--- src/rtl/dim_map_pkg.sv ---
package dim_map_pkg;

  // Decoded geometry of one slot, all as log2 quantities in quadwords.
  typedef struct packed {
    logic [5:0] col_lg;
    logic [5:0] cbk_lg;
    logic [5:0] dbk_lg;
    logic [5:0] dimm_lg;
  } dim_geom_t;

  // Mask with the lowest n bits set.
  function automatic logic [63:0] lo_mask(input logic [5:0] n);
    return (64'd1 << n) - 64'd1;
  endfunction

endpackage

--- src/rtl/dim_cfg_decode.sv ---
module dim_cfg_decode
  import dim_map_pkg::*;
#(
  parameter int SZ_BASE_LG = 19,
  parameter int PG_BASE_LG = 8,
  parameter int PG_MAX     = 4
) (
  input  logic       dbk,
  input  logic [1:0] cbk,
  input  logic [2:0] size,
  input  logic [2:0] page,
  output dim_geom_t  geom
);

  always_comb begin
    geom.col_lg  = 6'(PG_BASE_LG) + ((page > 3'(PG_MAX)) ? 6'(PG_MAX) : 6'(page));
    geom.cbk_lg  = (cbk == 2'd0) ? 6'd0 : (cbk == 2'd1) ? 6'd1 : 6'd2;
    geom.dbk_lg  = {5'd0, dbk};
    geom.dimm_lg = 6'(SZ_BASE_LG) + 6'(size);
  end

endmodule

--- src/rtl/dim_mode_sel.sv ---
module dim_mode_sel
  import dim_map_pkg::*;
#(
  parameter int QW_W = 27
) (
  input  logic [1:0]  present,
  input  logic [8:0]  raw0,
  input  logic [8:0]  raw1,
  input  dim_geom_t   geom0,
  input  dim_geom_t   geom1,
  output logic        loi,
  output logic [QW_W:0] base1,
  output logic [QW_W:0] total
);

  localparam int TW = QW_W + 1;

  logic [QW_W:0] sz0, sz1;

  always_comb begin
    sz0   = present[0] ? (TW'(1) << geom0.dimm_lg) : '0;
    sz1   = present[1] ? (TW'(1) << geom1.dimm_lg) : '0;
    base1 = sz0;
    total = sz0 + sz1;
    loi   = (present == 2'b11) && (raw0 == raw1);
  end

endmodule

--- src/rtl/dim_hoi_xlate.sv ---
module dim_hoi_xlate
  import dim_map_pkg::*;
#(
  parameter int QW_W  = 27,
  parameter int ROW_W = 18,
  parameter int COL_W = 12
) (
  input  logic [QW_W-1:0]  a3,
  input  logic [1:0]       present,
  input  logic [QW_W:0]    base1,
  input  dim_geom_t        geom0,
  input  dim_geom_t        geom1,
  output logic             dimm,
  output logic             dbank,
  output logic [1:0]       cbank,
  output logic [ROW_W-1:0] row,
  output logic [COL_W-1:0] col
);

  logic            sel1;
  logic [QW_W-1:0] off;
  logic [5:0]      bank_sh;
  dim_geom_t       g;

  always_comb begin
    sel1    = present[1] && ({1'b0, a3} >= base1);
    off     = a3 - (sel1 ? QW_W'(base1) : '0);
    g       = sel1 ? geom1 : geom0;
    bank_sh = g.dimm_lg - g.dbk_lg - g.cbk_lg;
    dimm    = sel1;
    cbank   = 2'((off >> bank_sh) & QW_W'(lo_mask(g.cbk_lg)));
    dbank   = 1'((off >> (bank_sh + g.cbk_lg)) & QW_W'(lo_mask(g.dbk_lg)));
    row     = ROW_W'((off >> g.col_lg) & QW_W'(lo_mask(bank_sh - g.col_lg)));
    col     = COL_W'(off & QW_W'(lo_mask(g.col_lg)));
  end

endmodule

--- src/rtl/dim_loi_xlate.sv ---
module dim_loi_xlate
  import dim_map_pkg::*;
#(
  parameter int QW_W  = 27,
  parameter int ROW_W = 18,
  parameter int COL_W = 12
) (
  input  logic [QW_W-1:0]  a3,
  input  dim_geom_t        g,
  output logic             dimm,
  output logic             dbank,
  output logic [1:0]       cbank,
  output logic [ROW_W-1:0] row,
  output logic [COL_W-1:0] col
);

  logic [QW_W-1:0] t1, t2, t3;

  always_comb begin
    t1    = a3 >> g.col_lg;
    t2    = t1 >> g.cbk_lg;
    t3    = t2 >> g.dbk_lg;
    col   = COL_W'(a3 & QW_W'(lo_mask(g.col_lg)));
    cbank = 2'(t1 & QW_W'(lo_mask(g.cbk_lg)));
    dbank = 1'(t2 & QW_W'(lo_mask(g.dbk_lg)));
    dimm  = t3[0];
    row   = ROW_W'(t3 >> 1);
  end

endmodule

--- src/rtl/dram_ilv_mapper.sv ---
module dram_ilv_mapper
  import dim_map_pkg::*;
#(
  parameter int ADDR_W     = 30,
  parameter int ROW_W      = 18,
  parameter int COL_W      = 12,
  parameter int SZ_BASE_LG = 19,
  parameter int PG_BASE_LG = 8,
  parameter int PG_MAX     = 4
) (
  input  logic              clk,
  input  logic              rst,
  input  logic              in_valid,
  input  logic [ADDR_W-1:0] in_addr,
  input  logic [1:0]        cfg_present,
  input  logic [1:0]        cfg_dbk,
  input  logic [3:0]        cfg_cbk,
  input  logic [5:0]        cfg_size,
  input  logic [5:0]        cfg_page,
  output logic              out_valid,
  output logic              out_loi,
  output logic              out_oor,
  output logic              out_dimm,
  output logic              out_dbank,
  output logic [1:0]        out_cbank,
  output logic [ROW_W-1:0]  out_row,
  output logic [COL_W-1:0]  out_col
);

  localparam int QW_W  = ADDR_W - 3;
  localparam int NSLOT = 2;

  dim_geom_t       geom [NSLOT];
  logic [8:0]      raw  [NSLOT];
  logic            loi;
  logic [QW_W:0]   base1, total;
  logic [QW_W-1:0] a3;
  logic            in_range;

  logic             h_dimm, h_dbank, l_dimm, l_dbank;
  logic [1:0]       h_cbank, l_cbank;
  logic [ROW_W-1:0] h_row, l_row;
  logic [COL_W-1:0] h_col, l_col;

  // Byte-lane bits never enter the translation.
  assign a3       = in_addr[ADDR_W-1:3];
  assign in_range = ({1'b0, a3} < total);

  for (genvar s = 0; s < NSLOT; s++) begin : g_slot
    assign raw[s] = {cfg_dbk[s], cfg_cbk[2*s +: 2], cfg_size[3*s +: 3], cfg_page[3*s +: 3]};
    dim_cfg_decode #(
      .SZ_BASE_LG(SZ_BASE_LG), .PG_BASE_LG(PG_BASE_LG), .PG_MAX(PG_MAX)
    ) u_dec (
      .dbk (cfg_dbk[s]),
      .cbk (cfg_cbk[2*s +: 2]),
      .size(cfg_size[3*s +: 3]),
      .page(cfg_page[3*s +: 3]),
      .geom(geom[s])
    );
  end

  dim_mode_sel #(.QW_W(QW_W)) u_mode (
    .present(cfg_present), .raw0(raw[0]), .raw1(raw[1]),
    .geom0(geom[0]), .geom1(geom[1]),
    .loi(loi), .base1(base1), .total(total)
  );

  dim_hoi_xlate #(.QW_W(QW_W), .ROW_W(ROW_W), .COL_W(COL_W)) u_hoi (
    .a3(a3), .present(cfg_present), .base1(base1),
    .geom0(geom[0]), .geom1(geom[1]),
    .dimm(h_dimm), .dbank(h_dbank), .cbank(h_cbank), .row(h_row), .col(h_col)
  );

  dim_loi_xlate #(.QW_W(QW_W), .ROW_W(ROW_W), .COL_W(COL_W)) u_loi (
    .a3(a3), .g(geom[0]),
    .dimm(l_dimm), .dbank(l_dbank), .cbank(l_cbank), .row(l_row), .col(l_col)
  );

  always_ff @(posedge clk) begin
    if (rst) begin
      out_valid <= 1'b0;
      out_loi   <= 1'b0;
      out_oor   <= 1'b0;
      out_dimm  <= 1'b0;
      out_dbank <= 1'b0;
      out_cbank <= '0;
      out_row   <= '0;
      out_col   <= '0;
    end else begin
      out_valid <= in_valid;
      if (in_valid) begin
        out_loi <= loi;
        out_oor <= !in_range;
        if (in_range) begin
          out_dimm  <= loi ? l_dimm  : h_dimm;
          out_dbank <= loi ? l_dbank : h_dbank;
          out_cbank <= loi ? l_cbank : h_cbank;
          out_row   <= loi ? l_row   : h_row;
          out_col   <= loi ? l_col   : h_col;
        end
      end
    end
  end

  // strobe travels with a single register stage.
  a_r8_valid_follows: assert property (@(posedge clk) disable iff (rst)
    in_valid |=> out_valid);
  a_r8_valid_idle: assert property (@(posedge clk) disable iff (rst)
    !in_valid |=> !out_valid);
  // an idle cycle leaves the coordinates alone.
  a_r8_idle_hold: assert property (@(posedge clk) disable iff (rst)
    !in_valid |=> ($stable(out_row) && $stable(out_col) && $stable(out_cbank)));
  // out-of-range result keeps the previous coordinates.
  a_r7_oor_hold: assert property (@(posedge clk) disable iff (rst)
    (out_valid && out_oor) |-> ($stable(out_row) && $stable(out_col) &&
                                $stable(out_dimm) && $stable(out_dbank) && $stable(out_cbank)));
  // low-order mode only with both slots filled.
  a_r2_loi_pair: assert property (@(posedge clk) disable iff (rst)
    (out_valid && out_loi) |-> ($past(cfg_present) == 2'b11));
  // an in-range result lands in a present slot.
  a_r10_present_slot: assert property (@(posedge clk) disable iff (rst)
    (out_valid && !out_oor) |-> (out_dimm ? $past(cfg_present[1]) : $past(cfg_present[0])));

endmodule

--- config.mk ---
export PLATFORM = sky130hd
export DESIGN_NAME = dram_ilv_mapper
export DESIGN_NICKNAME = d
export VERILOG_FILES = /design/src/rtl/dim_map_pkg.sv /design/src/rtl/dim_cfg_decode.sv /design/src/rtl/dim_mode_sel.sv /design/src/rtl/dim_hoi_xlate.sv /design/src/rtl/dim_loi_xlate.sv /design/src/rtl/dram_ilv_mapper.sv
export SDC_FILE = /design/constraint.sdc
export NUM_CORES = 1
export LEC_CHECK = 0
export BUFFER_PORTS_ARGS = -buffer_cell sky130_fd_sc_hd__clkbuf_2
export CORE_MARGIN = 4
export CORE_UTILIZATION = 58
export DETAILED_ROUTE_END_ITERATION = 10
export GPL_ROUTABILITY_DRIVEN = 0
export PLACE_DENSITY = 0.77
export SLEW_MARGIN = 25
export SYNTH_ARGS = -nofsm -noshare
export SYNTH_HDL_FRONTEND = slang
export SYNTH_SLANG_ARGS = --single-unit
--- constraint.sdc ---
create_clock -name clk -period 10.1 [get_ports clk]
set_input_delay 1.01 -clock clk [delete_from_list [all_inputs] [get_ports clk]]
set_output_delay 1.01 -clock clk [all_outputs]
set_load 0.03 [all_outputs]
# [After elaboration in Yosys (flattened, before gate mapping)]
# Index checks and enable logic that the tools add are counted.
# Widths: inputs -> output; s select.
[totals] out_inout_bits=37 reg_bits=37 elab_cells=76 in_bits=53
[classes] n_mux=15 reduce_logical=6 n_eq_ne=4 bitwise_logic=7 shift=15 addsub=17 magnitude_cmp=4
[ops] op="$mux 28" count=2
[ops] op="$shl 1x6->28 const A" count=2
[ops] op="$shr 27x6->27" count=2
[ops] op="$add 28x28->28" count=1
[ops] op="$ge 27x28->1" count=1
[ops] op="$lt 27x28->1" count=1
[ops] op="$mux 27" count=1
[ops] op="$shr 27x1->19" count=1
[ops] op="$shr 27x6->1" count=1
[ops] op="$shr 27x6->18" count=1
[ops] op="$shr 27x6->2" count=1
[ops] op="$sub 27x27->27" count=1
[ops] op="$and 12x12->12" count=2
[ops] op="$mux 24" count=1
[ops] op="$shl 1x6->12 const A" count=2
[ops] op="$sub 12x1->12 const B" count=2
[ops] op="$and 18x18->18" count=1
[ops] op="$mux 18" count=1
[ops] op="$shl 1x6->18 const A" count=1
[ops] op="$sub 18x1->18 const B" count=1
[ops] op="$sub 6x6->6" count=3
[ops] op="$add 4x6->6 const A" count=2
[ops] op="$add 5x3->6 const A" count=2
[ops] op="$mux 12" count=1
[ops] op="other kinds (20)" count=34

# [Depth between registers and ports, before layout]
[depth] depth_word=13 mapped_depth=36 ltp_nobuf=34

# [Cells and area by module]
# From an unflattened synthesis, not the netlist that was laid out.
[hier_totals] cells_unflattened=2369 hier_area_um2=16726.0
[by_module_without_submodules] mod="dim_hoi_xlate" area_per_inst_um2=6231.0 cells_each=856 seq_area_each_um2=0.0 instances=1
[by_module_without_submodules] mod="dim_loi_xlate" area_per_inst_um2=5515.3 cells_each=867 seq_area_each_um2=0.0 instances=1
[by_module_without_submodules] mod="dram_ilv_mapper" area_per_inst_um2=2666.3 cells_each=292 seq_area_each_um2=740.7 instances=1
[by_module_without_submodules] mod="dim_mode_sel" area_per_inst_um2=1940.6 cells_each=298 seq_area_each_um2=0.0 instances=1
[by_module_without_submodules] mod="dim_cfg_decode" area_per_inst_um2=186.4 cells_each=28 seq_area_each_um2=0.0 instances=2

# [Least setup slack after synthesis]
# No wires, ideal clock.
[synth_path] path_kind="input port to flip-flop" from="in cfg_size[0]" to="reg out_row[4]" setup_slack_ns=2.355 required_time_ns=10.025 cell_stages=33 setup_time_ns=0.075 arrival_time_ns=7.670 path_buffers=3 cell_sequence="inv_1 -> ha_1 -> xor2_1 -> and3_1 -> nand2_1 -> ha_1 -> o21ai_0 -> nor4b_1 -> o311a_2 -> nor2_4 -> clkbuf_1 -> o21ai_0 -> fa_1 -> fa_1 -> and2_1 -> o211ai_1 -> and2_1 -> clkbuf_1 -> inv_1 -> ha_1 -> a21oi_1 -> o21ai_0 -> nand2_1 -> a31oi_1 -> a211oi_1 -> o21a_2 -> nor2_1 -> nand2_1 -> ha_1 -> clkbuf_1 -> a31oi_1 -> a311o_1 -> a31oi_1"
[synth_between] elab_chain_cells=13 elab_cells_between_ends=21 cone_classes="add/sub: 7; order compare: 2; eq/ne: 1; shift: 3; mux: 4; bitwise: 1; reduce/logical: 3"
[synth_rtl] element="start: declaration" line="dram_ilv_mapper.sv:18" rtl="input logic [5:0] cfg_size,"
[synth_rtl] element="$add 5x3->6" line="dim_cfg_decode.sv:19" rtl="geom.dimm_lg = 6'(SZ_BASE_LG) + 6'(size);"
[synth_rtl] element="$shl 1x6->28" line="dim_mode_sel.sv:21" rtl="sz0 = present[0] ? (TW'(1) << geom0.dimm_lg) : '0;"
[synth_rtl] element="$mux 28" line="dim_mode_sel.sv:21"
[synth_rtl] element="$ge 27x28->1" line="dim_hoi_xlate.sv:26" rtl="sel1 = present[1] && ({1'b0, a3} >= base1);"
[synth_rtl] element="$logic_and 1x1->1" line="dim_hoi_xlate.sv:26"
[synth_rtl] element="$mux 24" line="dim_hoi_xlate.sv:28" rtl="g = sel1 ? geom1 : geom0;"
[synth_rtl] element="$sub 6x6->6 (2 in a row)" line="dim_hoi_xlate.sv:29" rtl="bank_sh = g.dimm_lg - g.dbk_lg - g.cbk_lg;"
[synth_rtl] element="$sub 6x6->6" line="dim_hoi_xlate.sv:33" rtl="row = ROW_W'((off >> g.col_lg) & QW_W'(lo_mask(bank_sh - g.col_lg)));"
[synth_rtl] element="$shl 1x6->18" line="dim_map_pkg.sv:13" rtl="return (64'd1 << n) - 64'd1;"
[synth_rtl] element="$sub 18x1->18" line="dim_map_pkg.sv:13"
[synth_rtl] element="$and 18x18->18" line="dim_hoi_xlate.sv:33"
[synth_rtl] element="$mux 18" line="dram_ilv_mapper.sv:98" rtl="out_row <= loi ? l_row : h_row;"
[synth_rtl] element="end signal: assignment" line="dram_ilv_mapper.sv:98"
[synth_rtl] element="end: declaration" line="dram_ilv_mapper.sv:26" rtl="output logic [ROW_W-1:0] out_row,"
# Several ways; a longest one is shown, not always the timed one.
# A chain may end at the register's enable or synchronous reset.

# [Final worst setup path]
[layout_path] from="in cfg_size[0]" to="reg out_row[14]"
# The elaborated chain is that of the path after synthesis.

==> flow_metrics.py <==
metrics = {
    "run_status": {
        "status": "completed",
    },
    "flow_run": {
        "drv_cap": 0,
    },
    "sta": {
        "hold_slack_ns": 0.453,
        "timing.fmax_mhz": 115,
        "finalSetupViolations": 0,
        "slew_violations": 0,
        "period_needed_ns": 8.72,
        "skew_ns": 0,
        "finalSetupTns_ns": 0,
        "final_hold_viol_count": 0,
        "worst_pin_slew_ns": 1.11,
        "relSlewSlack_pct": 25.1,
        "rsz0062_at_grt": "false",
        "post-route-period-util_pct": 86.3,
    },
    "clock_network": {
        "cts_root_buffer": "clkbuf_16",
        "clk_latency_ns": 0.28,
        "cts.sinks": 37,
        "tritoncts": "done",
        "clk_path_buf_depth": 2,
        "numCtsBuffers": 5,
        "postCtsSetupBuffers": 0,
        "ctsResizeCount": 0,
        "clk_pin_slew_ns": 0.06,
        "htreeDepth": 2,
        "cts_hold_buf": 0,
    },
    "finish": {
        "mostFrequentLayoutCell": "nand2_1",
        "final_cell_count_no_fill": 1070,
        "diodes": 0,
        "fin_util_pct": 64.6,
        "final_nets": 1046,
        "regArea_um2": 741,
        "nFillCells": 1035,
        "drive_gt1_share_pct": 18.3,
        "syn2layout_area_growth_pct": 9.23,
        "multi_input_comb_area_mm2": 0.00563,
        "final_cell_mix": "109 x nand2_1, 86 x clkbuf_2, 74 x mux2i_1, 62 x ha_1, 61 x nor2_1",
    },
    "pwr": {
        "p_leak_uw": 0.00337,
        "p_per_area_mw_per_mm2": 135,
        "p_total_uw": 999,
        "max-vdd-ir-drop_v": 0.000139,
    },
    "logic_synthesis": {
        "synth-seq-cells": 37,
        "synth_edf_count": 0,
        "yosys_warnings": 0,
        "muxShareOfSynthArea_pct": 22.8,
        "syn_nets": 998,
        "synth_cell_types": 81,
        "synth_xor_area_share_pct": 5.28,
        "synth_top_flop_cell": "dfxtp_1",
        "synth_compound_area_share_pct": 21.5,
        "syn-instance-count": 878,
        "synth_top_area_share_pct": 11.5,
        "synthAdderAreaFrac_pct": 13.0,
        "avgSynthCellArea_um2": 7.69,
        "ys_async_sr_fraction_pct": 0,
        "synth_area_leaders": "ha_1 11%, dfxtp_1 11%, mux2i_1 11%",
        "synth_top_family_by_area": "multiplexers",
        "yosysTopAreaCell": "ha_1",
        "synthesis.area_mm2": 0.00675,
        "yosysSeqAreaShare_pct": 11.0,
        "synth-simple-area-share_pct": 20.6,
    },
    "setup_path": {
        "crit_type": "in -> reg",
        "start_kind": "input pin",
        "critPathSlowestCell": "fa_1",
        "end_kind": "flop",
        "crit_arrival_ns": 8.93,
        "critPathRequiredTime_ns": 10.31,
        "cpPeakStageDelay_ns": 0.46,
        "critical_path.max_fanout": 19,
    },
    "placement": {
        "hpwlAfterDp_mm": 16.0,
        "io_buffers": 86,
        "dp_cells": 1062,
    },
    "route": {
        "top_layer": "met4",
        "drt-initial-drc-count": 561,
        "vias": 6928,
        "ant_nets": 0,
        "wl_met3_mm": 1.59,
        "dr_wl_met2_mm": 9.34,
        "drt_wl_total_mm": 20.4,
        "wl_per_cell_um": 19.1,
        "met1_length_mm": 8.56,
        "drcViolationCount": 0,
        "drtPass1Iterations": 6,
        "routed_via_density": 6.47,
    },
    "global_routing": {
        "grt_max_degree": 51,
        "track_usage_pct": 30.5,
        "grt.overflow.total": 0,
        "grt_pass1_vias": 6408,
        "antenna_found_initial": 0,
        "grt_pass1_wl_mm": 32.7,
    },
    "die": {
        "fp.dieH_um": 116,
        "initial_utilization_pct": 59.1,
        "die_area_mm2": 0.0134,
        "fp-row-count": 39,
        "die_w_um": 116,
        "io_pins": 90,
        "core_mm2": 0.0114,
    },
    "hold_path": {
        "hp-class": "reg -> reg",
    },
}
power breakdown:
part           switching, uW  internal (uW)  leakage (uW)  total, uW
registers               6.94            160      0.000303        166
clock network           62.3           98.1     0.0000768        160
logic                    401            271       0.00299        672
total                    470            529       0.00337        999
critical path, delay by kind of cell:
family / cells / cell delay, ns
buffers and inverters: 4 / 0.70
adder cells (fa/ha/maj): 6 / 2.22
XOR/XNOR: 1 / 0.37
AND/OR/NAND/NOR: 10 / 1.80
AO/OA/AOI/OAI: 13 / 2.82
synthesized netlist by cell type, types with 7 or more instances:
master      n
ha_1       62
dfxtp_1    37
xor2_1     12
o211ai_1   15
a21o_1      9
inv_1      45
nand2b_1   12
mux4_2     25
clkbuf_1   45
xnor2_1    25
nand4_1    11
nand3_1    21
nor2_1     61
nor2b_1     8
mux2_2     18
a21oi_1    57
nand2_1   109
and2_1     12
mux2i_1    74
a31oi_1    18
a211oi_1    7
o21a_1      7
o21ai_0    56
nor3_1     11
worst paths after layout:
kind / end / startpoint / depth (start not counted) / slack (ns)
worst max-delay path: out_row[14] / cfg_size[0] / 34 / 1.38
worst min register to register: out_col[5] / out_col[5] / 2 / 0.45
worst min-delay path: out_col[5] / out_col[5] / 2 / 0.45
worst max register to register: out_dbank / out_dbank / 2 / 9.21
layer usage:
metal | vias to the layer above | track usage, %
met4 | 0 | 12.1
met1 | 3229 | 41.1
li1 | 3318 | -
met2 | 319 | 49.6
met5 | - | 0
met3 | 62 | 3.71
stage by stage:
step                      cell area, um^2  setup slack, ns
final                                7370             1.38
after global routing                 7370            0.726
after CTS                            7370             1.53
after detailed placement             7220             1.29
after global placement               7220             1.36
after floorplan                      6750             2.36
cell families after synthesis:
kind of cell | count (synthesis)
simple gates | 290
buf+inv | 101
flops | 37
xor+xnor | 39
mux | 119
fa+ha+maj | 67
compound gates | 225
sequential cells by signal (all words and copies together), names as in the netlist:
register / cells
out_row: 18
out_col: 12
out_cbank: 2
out_dbank: 1
out_dimm: 1
out_loi: 1
out_oor: 1
out_valid: 1
final cells by class:
class	instances	share of cell area, %
Multi-Input combinational cell	740	76.3
Sequential cell	37	10.0
Timing Repair Buffer	94	6.65
Inverter	48	2.46
Tap cell	143	2.43
Clock buffer	6	1.88
Clock inverter	2	0.187
No activity file was read; power rests on OpenSTA's default activity.
